### config.mk
export PLATFORM = sky130hd
export DESIGN_NAME = dbuf_dma_ctrl
export DESIGN_NICKNAME = d
export VERILOG_FILES = /design/src/rtl/dbuf_dma_ctrl.sv
export SDC_FILE = /design/constraint.sdc
export NUM_CORES = 1
export LEC_CHECK = 0
export BUFFER_PORTS_ARGS = -buffer_cell sky130_fd_sc_hd__buf_2
export CORE_MARGIN = 2
export CORE_UTILIZATION = 44
export DETAILED_ROUTE_END_ITERATION = 10
export HOLD_SLACK_MARGIN = 0.06
export PLACE_DENSITY = 0.8
export SYNTH_ARGS = -nofsm -noshare
export SYNTH_HDL_FRONTEND = slang
export SYNTH_SLANG_ARGS = --single-unit
### constraint.sdc
create_clock -name clk -period 2.6 [get_ports clk]
set_clock_uncertainty 0.1 [all_clocks]
set_input_delay 0.39 -clock clk [delete_from_list [all_inputs] [get_ports clk]]
set_output_delay 0.39 -clock clk [all_outputs]
set_load 0.01 [all_outputs]
### src/rtl/dbuf_dma_ctrl.sv
module dbuf_dma_ctrl #(
  parameter int CNT_W       = 8,
  parameter int WDOG_CYCLES = 64,
  parameter int POS_W       = 32
) (
  input  logic             clk,
  input  logic             rst_n,
  input  logic             frame_end,
  input  logic             stat_rd,
  output logic [CNT_W-1:0] stat_rdata,
  output logic             buf_sel,
  output logic             dma_req,
  input  logic             dma_done,
  output logic             irq,
  input  logic             node_live,
  input  logic [POS_W-1:0] pos_raw,
  output logic [POS_W-1:0] pos_rdata
);

  localparam int WD_W = $clog2(WDOG_CYCLES) + 1;
  localparam logic [WD_W-1:0]  WD_LAST = WD_W'(WDOG_CYCLES - 1);
  localparam logic [CNT_W-1:0] CNT_MAX = '1;

  logic             fe_q;
  logic             ack_pend;
  logic [CNT_W-1:0] miss_cnt;
  logic [WD_W-1:0]  wd_cnt;

  logic             fe_rise, acked, do_swap, fe_miss, wd_exp;
  logic [CNT_W-1:0] cnt_base;
  logic [CNT_W:0]   cnt_sum;

  assign fe_rise  = frame_end & ~fe_q;
  assign acked    = ~ack_pend | stat_rd;
  assign do_swap  = fe_rise & acked;
  assign fe_miss  = fe_rise & ~acked;
  assign wd_exp   = dma_req & ~dma_done & (wd_cnt == WD_LAST);
  assign cnt_base = stat_rd ? '0 : miss_cnt;
  assign cnt_sum  = {1'b0, cnt_base} + {{CNT_W{1'b0}}, fe_miss} + {{CNT_W{1'b0}}, wd_exp};

  assign pos_rdata = node_live ? pos_raw : '0;

  always_ff @(posedge clk) begin
    if (!rst_n) begin
      fe_q       <= 1'b0;
      ack_pend   <= 1'b0;
      miss_cnt   <= '0;
      wd_cnt     <= '0;
      stat_rdata <= '0;
      buf_sel    <= 1'b0;
      dma_req    <= 1'b0;
      irq        <= 1'b0;
    end else begin
      fe_q <= frame_end;
      irq  <= do_swap;

      if (stat_rd)
        stat_rdata <= miss_cnt;

      miss_cnt <= cnt_sum[CNT_W] ? CNT_MAX : cnt_sum[CNT_W-1:0];

      if (do_swap) begin
        buf_sel  <= ~buf_sel;
        ack_pend <= 1'b1;
      end else if (stat_rd || wd_exp) begin
        ack_pend <= 1'b0;
      end

      if (do_swap)
        dma_req <= 1'b1;
      else if (dma_done || wd_exp)
        dma_req <= 1'b0;

      if (do_swap || !dma_req)
        wd_cnt <= '0;
      else if (!wd_exp)
        wd_cnt <= wd_cnt + 1'b1;
    end
  end

endmodule

==> results.json, run 1 <==
{
  "die_w_um": 61.5,
  "endpoint_kind": "flop",
  "p_comb_share_pct": 17.7,
  "gp_congestion": 0.800,
  "regToRegStartpoint": "wd_cnt[0]",
  "ir_drop_v": 0.000262,
  "period_minus_slack_ns": 2.39,
  "cts_tree": "yes",
  "p_int_mw": 0.554,
  "cts-hold-fix-buffers": 0,
  "wl_per_cell_um": 14.5,
  "r2r_cells": 9,
  "hold_viol": 0,
  "power.density_nw_per_um2": 380,
  "syn-num-nets": 206,
  "drt-total-wl_mm": 4.21,
  "power_mw": 0.747,
  "cts_buffer_depth": 2,
  "cts.clk_slew.worst_paths_ns": 0.14,
  "dp_hpwl_mm": 3.27,
  "grt_max_degree": 33,
  "cts_inserted_buffers": 3,
  "drc_errors": 0,
  "finalMaxSlewViolations": 0,
  "rrSetupSlack_ns": 0.21,
  "area_growth_syn_to_layout_pct": 35.0,
  "ctsRootBufferMaster": "clkbuf_4",
  "drt_first_pass_iters": 4,
  "drive_gt1_share_pct": 42.1,
  "finalSetupTns_ns": 0,
  "worstSetupPathType": "flop to flop",
  "syn_avg_cell_area_um2": 8.82,
  "fill_cells": 284,
  "p_leak_nw": 0.964,
  "synth_top_family_by_area": "simple AND/OR/NAND/NOR gates",
  "fin_area_um2": 1960,
  "nets": 290,
  "yosysUniqueCellTypes": 39,
  "synth_xor_area_share_pct": 1.20,
  "cp-start-kind": "flop",
  "synth_fa_ha_area_share_pct": 3.10,
  "hold_path_class": "primary input to flop",
  "cts_num_sinks": 28,
  "rows": 20,
  "core_um2": 3100,
  "outcome": "finished, final reports clean",
  "die-area_um2": 3780,
  "slew_headroom_pct": 69.3,
  "finalSetupViolations": 0,
  "arrival_ns": 2.56,
  "whs_path_depth": 2,
  "grt_use_met2_pct": 38.3,
  "syn_inst": 165,
  "place_area_um2": 1920,
  "worst_pin_slew_ns": 0.459,
  "viasPerCell": 5.18,
  "grt_pass1_wl_mm": 5.96,
  "initial_core_util_pct": 46.9,
  "ant_nets": 0,
  "met1_usage_pct": 24.4,
  "synth_mux_area_share_pct": 6.88,
  "seq_power_share_pct": 58.8,
  "yosysWarnings": 0,
  "endpoint": "miss_cnt[0]",
  "ys_ff_latch": 28,
  "reg2reg_to": "miss_cnt[0]",
  "grt-ovfl-total": 0,
  "clock.fmax_ghz": 0.419,
  "drtIter0Drc": 56,
  "synth_compound_area_share_pct": 11.3,
  "vias": 1507,
  "first_global_vias": 1313,
  "fin_crit_sh_pct": 91.8,
  "diodes": 0,
  "clk_latency_ns": 0.33,
  "clkPwrFrac_pct": 23.5,
  "h-tree-depth": 1,
  "startpoint": "wd_cnt[0]",
  "rsz0062_at_grt": "false",
  "synth_simple_gate_area_share_pct": 35.7,
  "grt_usage_pct": 21.9,
  "io_pins": 81,
  "critPathRequiredTime_ns": 2.77,
  "antenna_found_initial": 0,
  "switching_share_pct": 25.8,
  "die_h_um": 61.5,
  "p_switching_mw": 0.192,
  "synth-seq-area-share_pct": 38.5,
  "netlist_area_um2": 1460,
  "gr-usage-met3_pct": 2.52,
  "path_max_fanout": 5,
  "grt_busiest_layer": "met2",
  "drv_cap": 0,
  "port_buffers": 80
}
[synthesized netlist by cell type, drive strengths merged]
| cell | instances | area share [%] |
|---|---|---|
| and2 | 34 | 15 |
| dfxtp | 28 | 39 |
| a21oi | 10 | 3.4 |
| mux2i | 10 | 6.9 |
| nor2 | 8 | 2.1 |
| nand3 | 6 | 2.4 |
| a31oi | 5 | 2.1 |
| o21ai | 5 | 1.7 |
| buf | 4 | 1.3 |
| clkbuf | 4 | 1.0 |
| inv | 4 | 1.0 |
| nand2 | 4 | 1.0 |
| nand2b | 4 | 1.7 |
| nor2b | 4 | 1.7 |
| nor3 | 4 | 1.4 |
| and3 | 3 | 1.4 |
| o221ai | 3 | 1.8 |
| and4b | 2 | 1.4 |
| and4bb | 2 | 1.7 |
| ha | 2 | 1.7 |
| nand3b | 2 | 1.0 |
| o211ai | 2 | 1.0 |
| or2 | 2 | 0.86 |
| xor2 | 2 | 1.2 |
| a31o | 1 | 0.60 |
| and2b | 1 | 0.52 |
| and3b | 1 | 0.60 |
| and4 | 1 | 0.69 |
| fa | 1 | 1.4 |
| nand4 | 1 | 0.43 |
| nor3b | 1 | 0.52 |
| nor4bb | 1 | 0.69 |
| o31ai | 1 | 0.52 |
| or3 | 1 | 0.43 |
| or4 | 1 | 0.52 |
[power groups by stage]
stage | Combinational, mW | Sequential (mW) | Clock (mW)
2_1_floorplan | 0.0644 | 0.449 | 0
3_3_place_gp | 0.132 | 0.448 | 0
3_5_place_dp | 0.132 | 0.448 | 0
4_1_cts | 0.133 | 0.439 | 0.175
5_1_grt | 0.147 | 0.440 | 0.192
6_report | 0.132 | 0.439 | 0.175
[layer usage]
metal	wire length (um)	up-vias	part of all wire, %
li1	-	739	-
met1	1590	689	38
met2	2080	64	49
met3	312	15	7.4
met4	222	0	5.3
met5	0	-	0
[per-stage QoR]
step / hold WS [ns] / utilization (%) / instances / setup slack [ns]
floorplan: 0.364 / - / 165 / 0.276
global placement: 0.371 / 61.9 / 287 / 0.269
detailed placement: 0.381 / 61.9 / 287 / 0.188
CTS: 0.187 / 62.7 / 290 / 0.150
global route: 0.192 / 63.3 / 291 / 0.0193
finish: 0.187 / 63.3 / 291 / 0.213
[logic make-up (layout without fill, tap and decap cells)]
| logic type | Yosys count | after routing |
|---|---|---|
| AOI/OAI and AO/OA | 27 | 27 |
| xor gates and xnor gates | 2 | 2 |
| adders and majority gates | 3 | 3 |
| buffers and inverters | 12 | 94 |
| DFF | 28 | 28 |
| muxes | 10 | 10 |
| and+or+nand+nor | 83 | 83 |
[sequential cells by signal, indices dropped and copies added (netlist names)]
signal      count
ack_pend        1
buf_sel         1
dma_req         1
fe_q            1
irq             1
miss_cnt        8
stat_rdata      8
wd_cnt          7
[critical path: stages, from the launching register on]
cell and delay (ns):
dfxtp_2 0.36, ha_2 0.21, and4bb_2 0.27, nand2_1 0.12
fa_2 0.41, inv_1 0.06, ha_1 0.15, and3b_2 0.22
nand4_1 0.22, a21oi_1 0.21
[what timing repair did]
| action | CTS | global route |
|---|---|---|
| setup buffers | 0 | 1 |
| endpoints found under the setup margin | 0 | 4 |
| resized for setup | 0 | 6 |
[cells in the final DEF (no fill, tap or decap), types with 2 or more instances in the layout]
cell / count
and4bb_2: 2
nor2_1: 8
o211ai_1: 2
buf_2: 80
and2_1: 33
nor2b_1: 4
o221ai_1: 3
nor3_1: 4
or2_2: 2
clkbuf_4: 3
xor2_1: 2
o21ai_0: 5
and4b_1: 2
mux2i_1: 10
nand2b_1: 4
nand3_1: 5
buf_4: 7
inv_1: 4
a31oi_1: 5
and3_1: 2
a21oi_1: 9
dfxtp_1: 26
nand3b_1: 2
nand2_1: 4
dfxtp_2: 2
[worst min-delay path by stage]
stage             startpoint            end
5_1_grt            frame_end           fe_q
3_5_place_dp   stat_rdata[3]  stat_rdata[3]
4_1_cts            frame_end           fe_q
3_3_place_gp   stat_rdata[1]  stat_rdata[1]
2_1_floorplan      wd_cnt[2]      wd_cnt[2]
6_report           frame_end           fe_q
[cell type report]
type | count | area (um^2) | share of cell area, %
Tap cell | 44 | 55.1 | 2.80
Multi-Input combinational cell | 125 | 856 | 43.6
Inverter | 4 | 15.0 | 0.764
Timing Repair Buffer | 87 | 453 | 23.1
Sequential cell | 28 | 563 | 28.7
Clock buffer | 3 | 22.5 | 1.15
(Power assumes the default switching activity.)
==> run 2: changes to the inputs <==
CORE_UTILIZATION = 25   (was 44)
PLACE_DENSITY = unset   (was 0.8)
==> run 2 against run 1 <==
Effect of this change:
- utilization decreased by 27 points
- critical path depth unchanged
- hold slack improved by 0.053 ns
- non-clock buffer count fell by 2
- cell area rose by 2.9%
- sequential cell count unchanged
- register-to-register slack about the same
- worst setup slack improved by 0.0044 ns
==> results.json, run 2 (synthesized netlist as in run 1, its figures left out) <==
{
  "cpMaxStageDelayCell": "fa_2",
  "cts_buffer_depth": 2,
  "fin_crit_sh_pct": 91.6,
  "drc_errors": 0,
  "finalMaxSlewViolations": 0,
  "grt_max_degree": 33,
  "initial_core_util_pct": 26.1,
  "vias": 1474,
  "outcome": "finished, final reports clean",
  "nets": 288,
  "dp.cells": 314,
  "power.density_nw_per_um2": 412,
  "ant_nets": 0,
  "slew_headroom_pct": 66.3,
  "cts_inserted_buffers": 3,
  "layout.cells.non_filler": 318,
  "finalSetupViolations": 0,
  "hold_slack_ns": 0.240,
  "drt_first_pass_iters": 5,
  "arrival_ns": 2.49,
  "gp_congestion": 0.802,
  "cts_num_sinks": 28,
  "grt_pass1_wl_mm": 5.73,
  "cp_num_buf_inv": 1,
  "viasPerCell": 4.64,
  "path_max_fanout": 5,
  "area_growth_syn_to_layout_pct": 38.9,
  "h-tree-depth": 1,
  "mostFrequentLayoutCells": "buf_2 (80), and2_1 (33), dfxtp_1 (26)",
  "cts_setup_buffers": 0,
  "cts.clk_slew.worst_paths_ns": 0.09,
  "port_buffers": 80,
  "die_h_um": 80.3,
  "final_common_cell": "buf_2",
  "path_delay_family": "simple AND/OR/NAND/NOR gates",
  "cp-start-kind": "flop",
  "cts-hold-fix-buffers": 0,
  "cts_tree": "yes",
  "dp_hpwl_mm": 2.86,
  "hold_path_class": "primary input to flop",
  "fill_cells": 583,
  "drive_gt1_share_pct": 42.3,
  "core_um2": 5570,
  "cts_resized": 0,
  "hold_viol": 0,
  "worstSetupPathType": "flop to flop",
  "drv_cap": 0,
  "io_pins": 81,
  "regArea_um2": 563,
  "critPathMaxStageDelay_ns": 0.40,
  "worst_pin_slew_ns": 0.504,
  "grt-ovfl-total": 0,
  "antenna_found_initial": 0,
  "diodes": 0,
  "grt_usage_pct": 11.2,
  "ctsRootBufferMaster": "clkbuf_8",
  "multiInputGateArea_um2": 860,
  "endpoint_kind": "flop",
  "rows": 27,
  "period_minus_slack_ns": 2.38,
  "wl_per_cell_um": 11.5,
  "first_global_vias": 1345,
  "p_leak_nw": 0.968,
  "finalSetupTns_ns": 0,
  "drt-total-wl_mm": 3.67,
  "rsz0062_at_grt": "false",
  "die-area_um2": 6450,
  "reg.largest.list": "miss_cnt: 8 flops, stat_rdata: 8 flops, wd_cnt: 7 flops",
  "critPathRequiredTime_ns": 2.71,
  "die_w_um": 80.3,
  "clock.fmax_ghz": 0.420,
  "crit_chain": "ha_2 -> and4bb_2 -> nand2_1 -> fa_2 -> inv_1 -> ha_1 -> and3b_2 -> nand4_1 -> a21oi_1",
  "ir_drop_v": 0.000215,
  "clk_latency_ns": 0.27,
  "drtIter0Drc": 32
}
-- run 2: changes by cell type in the layout (fill, tap and decap cells not counted) --
cell / delta
buf_4: -2
clkbuf_8: +4
a21oi_2: +1
a21oi_1: -1
clkbuf_4: -3
-- run 2: cell type report --
cell class / count / share of cell area [%]
clock buffers: 4 / 2.72
inverters: 4 / 0.743
multi-input cells: 125 / 42.5
flip-flops and latches: 28 / 27.9
well taps: 72 / 4.46
repair buffers: 85 / 21.7
-- run 2: where the power goes --
| part | switching [mW] | internal, mW | total, mW |
|---|---|---|---|
| clock | 0.131 | 0.136 | 0.267 |
| combinational | 0.0635 | 0.0639 | 0.127 |
| sequential | 0.00357 | 0.435 | 0.439 |
| total | 0.198 | 0.635 | 0.833 |
-- run 2: metal layers --
layer,wire length [um],GRT usage (%),vias up
met5,0,0,-
met4,43,3.56,0
met3,347,2.92,5
met2,1760,21.7,75
met1,1520,11.6,660
li1,-,-,734
-- run 2: stage by stage --
step	util [%]	setup slack [ns]	instance area (um^2)	total power [mW]
2_1_floorplan	-	0.276	1460	0.514
3_3_place_gp	35.0	0.247	1950	0.577
3_5_place_dp	35.0	0.147	1950	0.577
4_1_cts	36.0	0.125	2000	0.852
5_1_grt	36.3	0.0452	2020	0.878
6_report	36.3	0.217	2020	0.833
-- run 2: path summary, 6_finish.rpt --
path	from	end	slack [ns]	depth (start not counted)
setup reg to reg	wd_cnt[0]	miss_cnt[0]	0.22	9
hold / removal	frame_end	fe_q	0.24	2
hold reg to reg	buf_sel	buf_sel	0.39	2
setup / recovery	wd_cnt[0]	miss_cnt[0]	0.22	9
-- run 2: worst reg2reg max path: stages, from the launching register on --
cell	delay, ns
dfxtp_2	0.35
ha_2	0.21
and4bb_2	0.28
nand2_1	0.11
fa_2	0.40
inv_1	0.06
ha_1	0.16
and3b_2	0.22
nand4_1	0.23
a21oi_1	0.19
==> run 3: changes to the inputs <==
BUFFER_PORTS_ARGS = unset   (was -buffer_cell sky130_fd_sc_hd__buf_2)
DONT_BUFFER_PORTS = 1   (was unset)
==> run 3 against run 2 <==
Effect of this change:
- fmax shrank 1.1%
- clock power grew 1%
- register-to-register slack lost 0.03 ns
- cell area shrank 20%
- global-route usage shrank 0.99 points
- combinational power shrank 50%
- worst setup slack lost 0.025 ns
- hold slack lost 0.11 ns
- utilization shrank 7.4 points
- count of clock-buffer cells in the layout is the same
- largest power group unchanged
==> results.json, run 3 (synthesized netlist as in run 1, its figures left out) <==
{
  "outcome": "finished, final reports clean",
  "endpoint": "miss_cnt[1]",
  "viasPerCell": 5.11,
  "slew_headroom_pct": 65.7,
  "grt_pass1_wl_mm": 5.12,
  "critPathRequiredTime_ns": 2.71,
  "finalMaxSlewViolations": 0,
  "cts.clk_slew.worst_paths_ns": 0.10,
  "power.density_nw_per_um2": 483,
  "finalSetupTns_ns": 0,
  "port_buffers": 0,
  "fin_util_pct": 28.8,
  "grt_usage_pct": 10.2,
  "dp_hpwl_mm": 2.54,
  "ir_drop_v": 0.000268,
  "r2r_cells": 9,
  "drc_errors": 0,
  "drt-met1-wl_mm": 1.28,
  "drt_first_pass_iters": 4,
  "io_pins": 81,
  "grt-ovfl-total": 0,
  "path_max_fanout": 5,
  "clk_latency_ns": 0.27,
  "worst_pin_slew_ns": 0.515,
  "regToRegStartpoint": "wd_cnt[1]",
  "h-tree-depth": 1,
  "cts_buffer_depth": 2,
  "vias": 1212,
  "top_layer_used": "met4",
  "ant_nets": 0,
  "rsz0062_at_grt": "false",
  "cts_tree": "yes",
  "met3_length_um": 293,
  "grt_max_degree": 33,
  "first_global_vias": 1108,
  "hold_viol": 0,
  "initial_core_util_pct": 26.1,
  "power_mw": 0.777,
  "startpoint": "wd_cnt[1]",
  "dp.cells": 233,
  "wl_per_cell_um": 13.9,
  "cts-hold-fix-buffers": 0,
  "rows": 27,
  "place_area_um2": 1540,
  "cts_setup_buffers": 0,
  "layout.cells.non_filler": 237,
  "worst_slack_ns": 0.192,
  "place_ws_ns": 0.105,
  "reg2reg_to": "miss_cnt[1]",
  "drive_gt1_share_pct": 12.7,
  "die-area_um2": 6450,
  "drv_cap": 0,
  "die_w_um": 80.3,
  "ctsRootBufferMaster": "clkbuf_8",
  "multiInputGateArea_um2": 855,
  "cp-start-kind": "flop",
  "regArea_um2": 562,
  "worstSetupPathType": "flop to flop",
  "antenna_found_initial": 0,
  "reg.largest.list": "miss_cnt: 8 flops, stat_rdata: 8 flops, wd_cnt: 7 flops",
  "fin_area_um2": 1610,
  "cts_inserted_buffers": 3,
  "cts_num_sinks": 28,
  "mostFrequentLayoutCells": "and2_1 (33), dfxtp_1 (27), mux2i_1 (10), a21oi_1 (10), nor2_1 (8)",
  "drtIter0Drc": 23,
  "p_leak_nw": 0.602,
  "drt-total-wl_mm": 3.28,
  "wl_met2_mm": 1.70,
  "core_um2": 5570,
  "nets": 207,
  "area_growth_syn_to_layout_pct": 10.4,
  "clock.fmax_ghz": 0.415,
  "hold_slack_ns": 0.133,
  "final_common_cell": "and2_1",
  "die_h_um": 80.3,
  "diodes": 0,
  "gp_congestion": 0.776,
  "finalSetupViolations": 0,
  "fin_crit_sh_pct": 92.6,
  "arrival_ns": 2.51,
  "endpoint_kind": "flop",
  "rrSetupSlack_ns": 0.19,
  "fill_cells": 590,
  "hold_path_class": "primary input to flop",
  "period_minus_slack_ns": 2.41
}
[run 3: timing repair]
item / CTS / global route
endpoints found under the setup margin: 0 / 5
gates resized for setup: 0 / 5
hold endpoints to repair: 0 / 0
[run 3: worst min-delay path by stage]
stage | to | cells after the start | from | slack, ns
floorplan | wd_cnt[2] | 1 | wd_cnt[2] | 0.36
global placement | stat_rdata[0] | 2 | miss_cnt[0] | 0.40
detailed placement | stat_rdata[0] | 2 | miss_cnt[0] | 0.40
CTS | fe_q | 1 | frame_end | 0.13
global route | fe_q | 1 | frame_end | 0.11
finish | fe_q | 1 | frame_end | 0.13
[run 3: final cells by class]
| class | count | area share (%) |
|---|---|---|
| Timing Repair Buffer | 4 | 1.87 |
| Sequential cell | 28 | 35.0 |
| Clock buffer | 4 | 3.43 |
| Tap cell | 72 | 5.61 |
| Multi-Input combinational cell | 125 | 53.2 |
| Inverter | 4 | 0.935 |
[run 3: layer usage]
layer	GRT usage, %	up-vias
met5	0	-
met4	2.54	0
met3	3.37	2
met2	19.0	70
met1	11.1	563
li1	-	577
[run 3: critical path, stage by stage (launching register included)]
cell	delay (ns)
dfxtp_1	0.36
ha_2	0.21
and4bb_2	0.28
nand2_1	0.11
fa_2	0.41
inv_1	0.07
ha_2	0.21
and3b_2	0.23
nand4_1	0.20
a21oi_1	0.17
[run 3: power breakdown]
part           switching [mW]  internal, mW
Combinational          0.0380        0.0259
Sequential            0.00640         0.435
Clock                   0.136         0.136
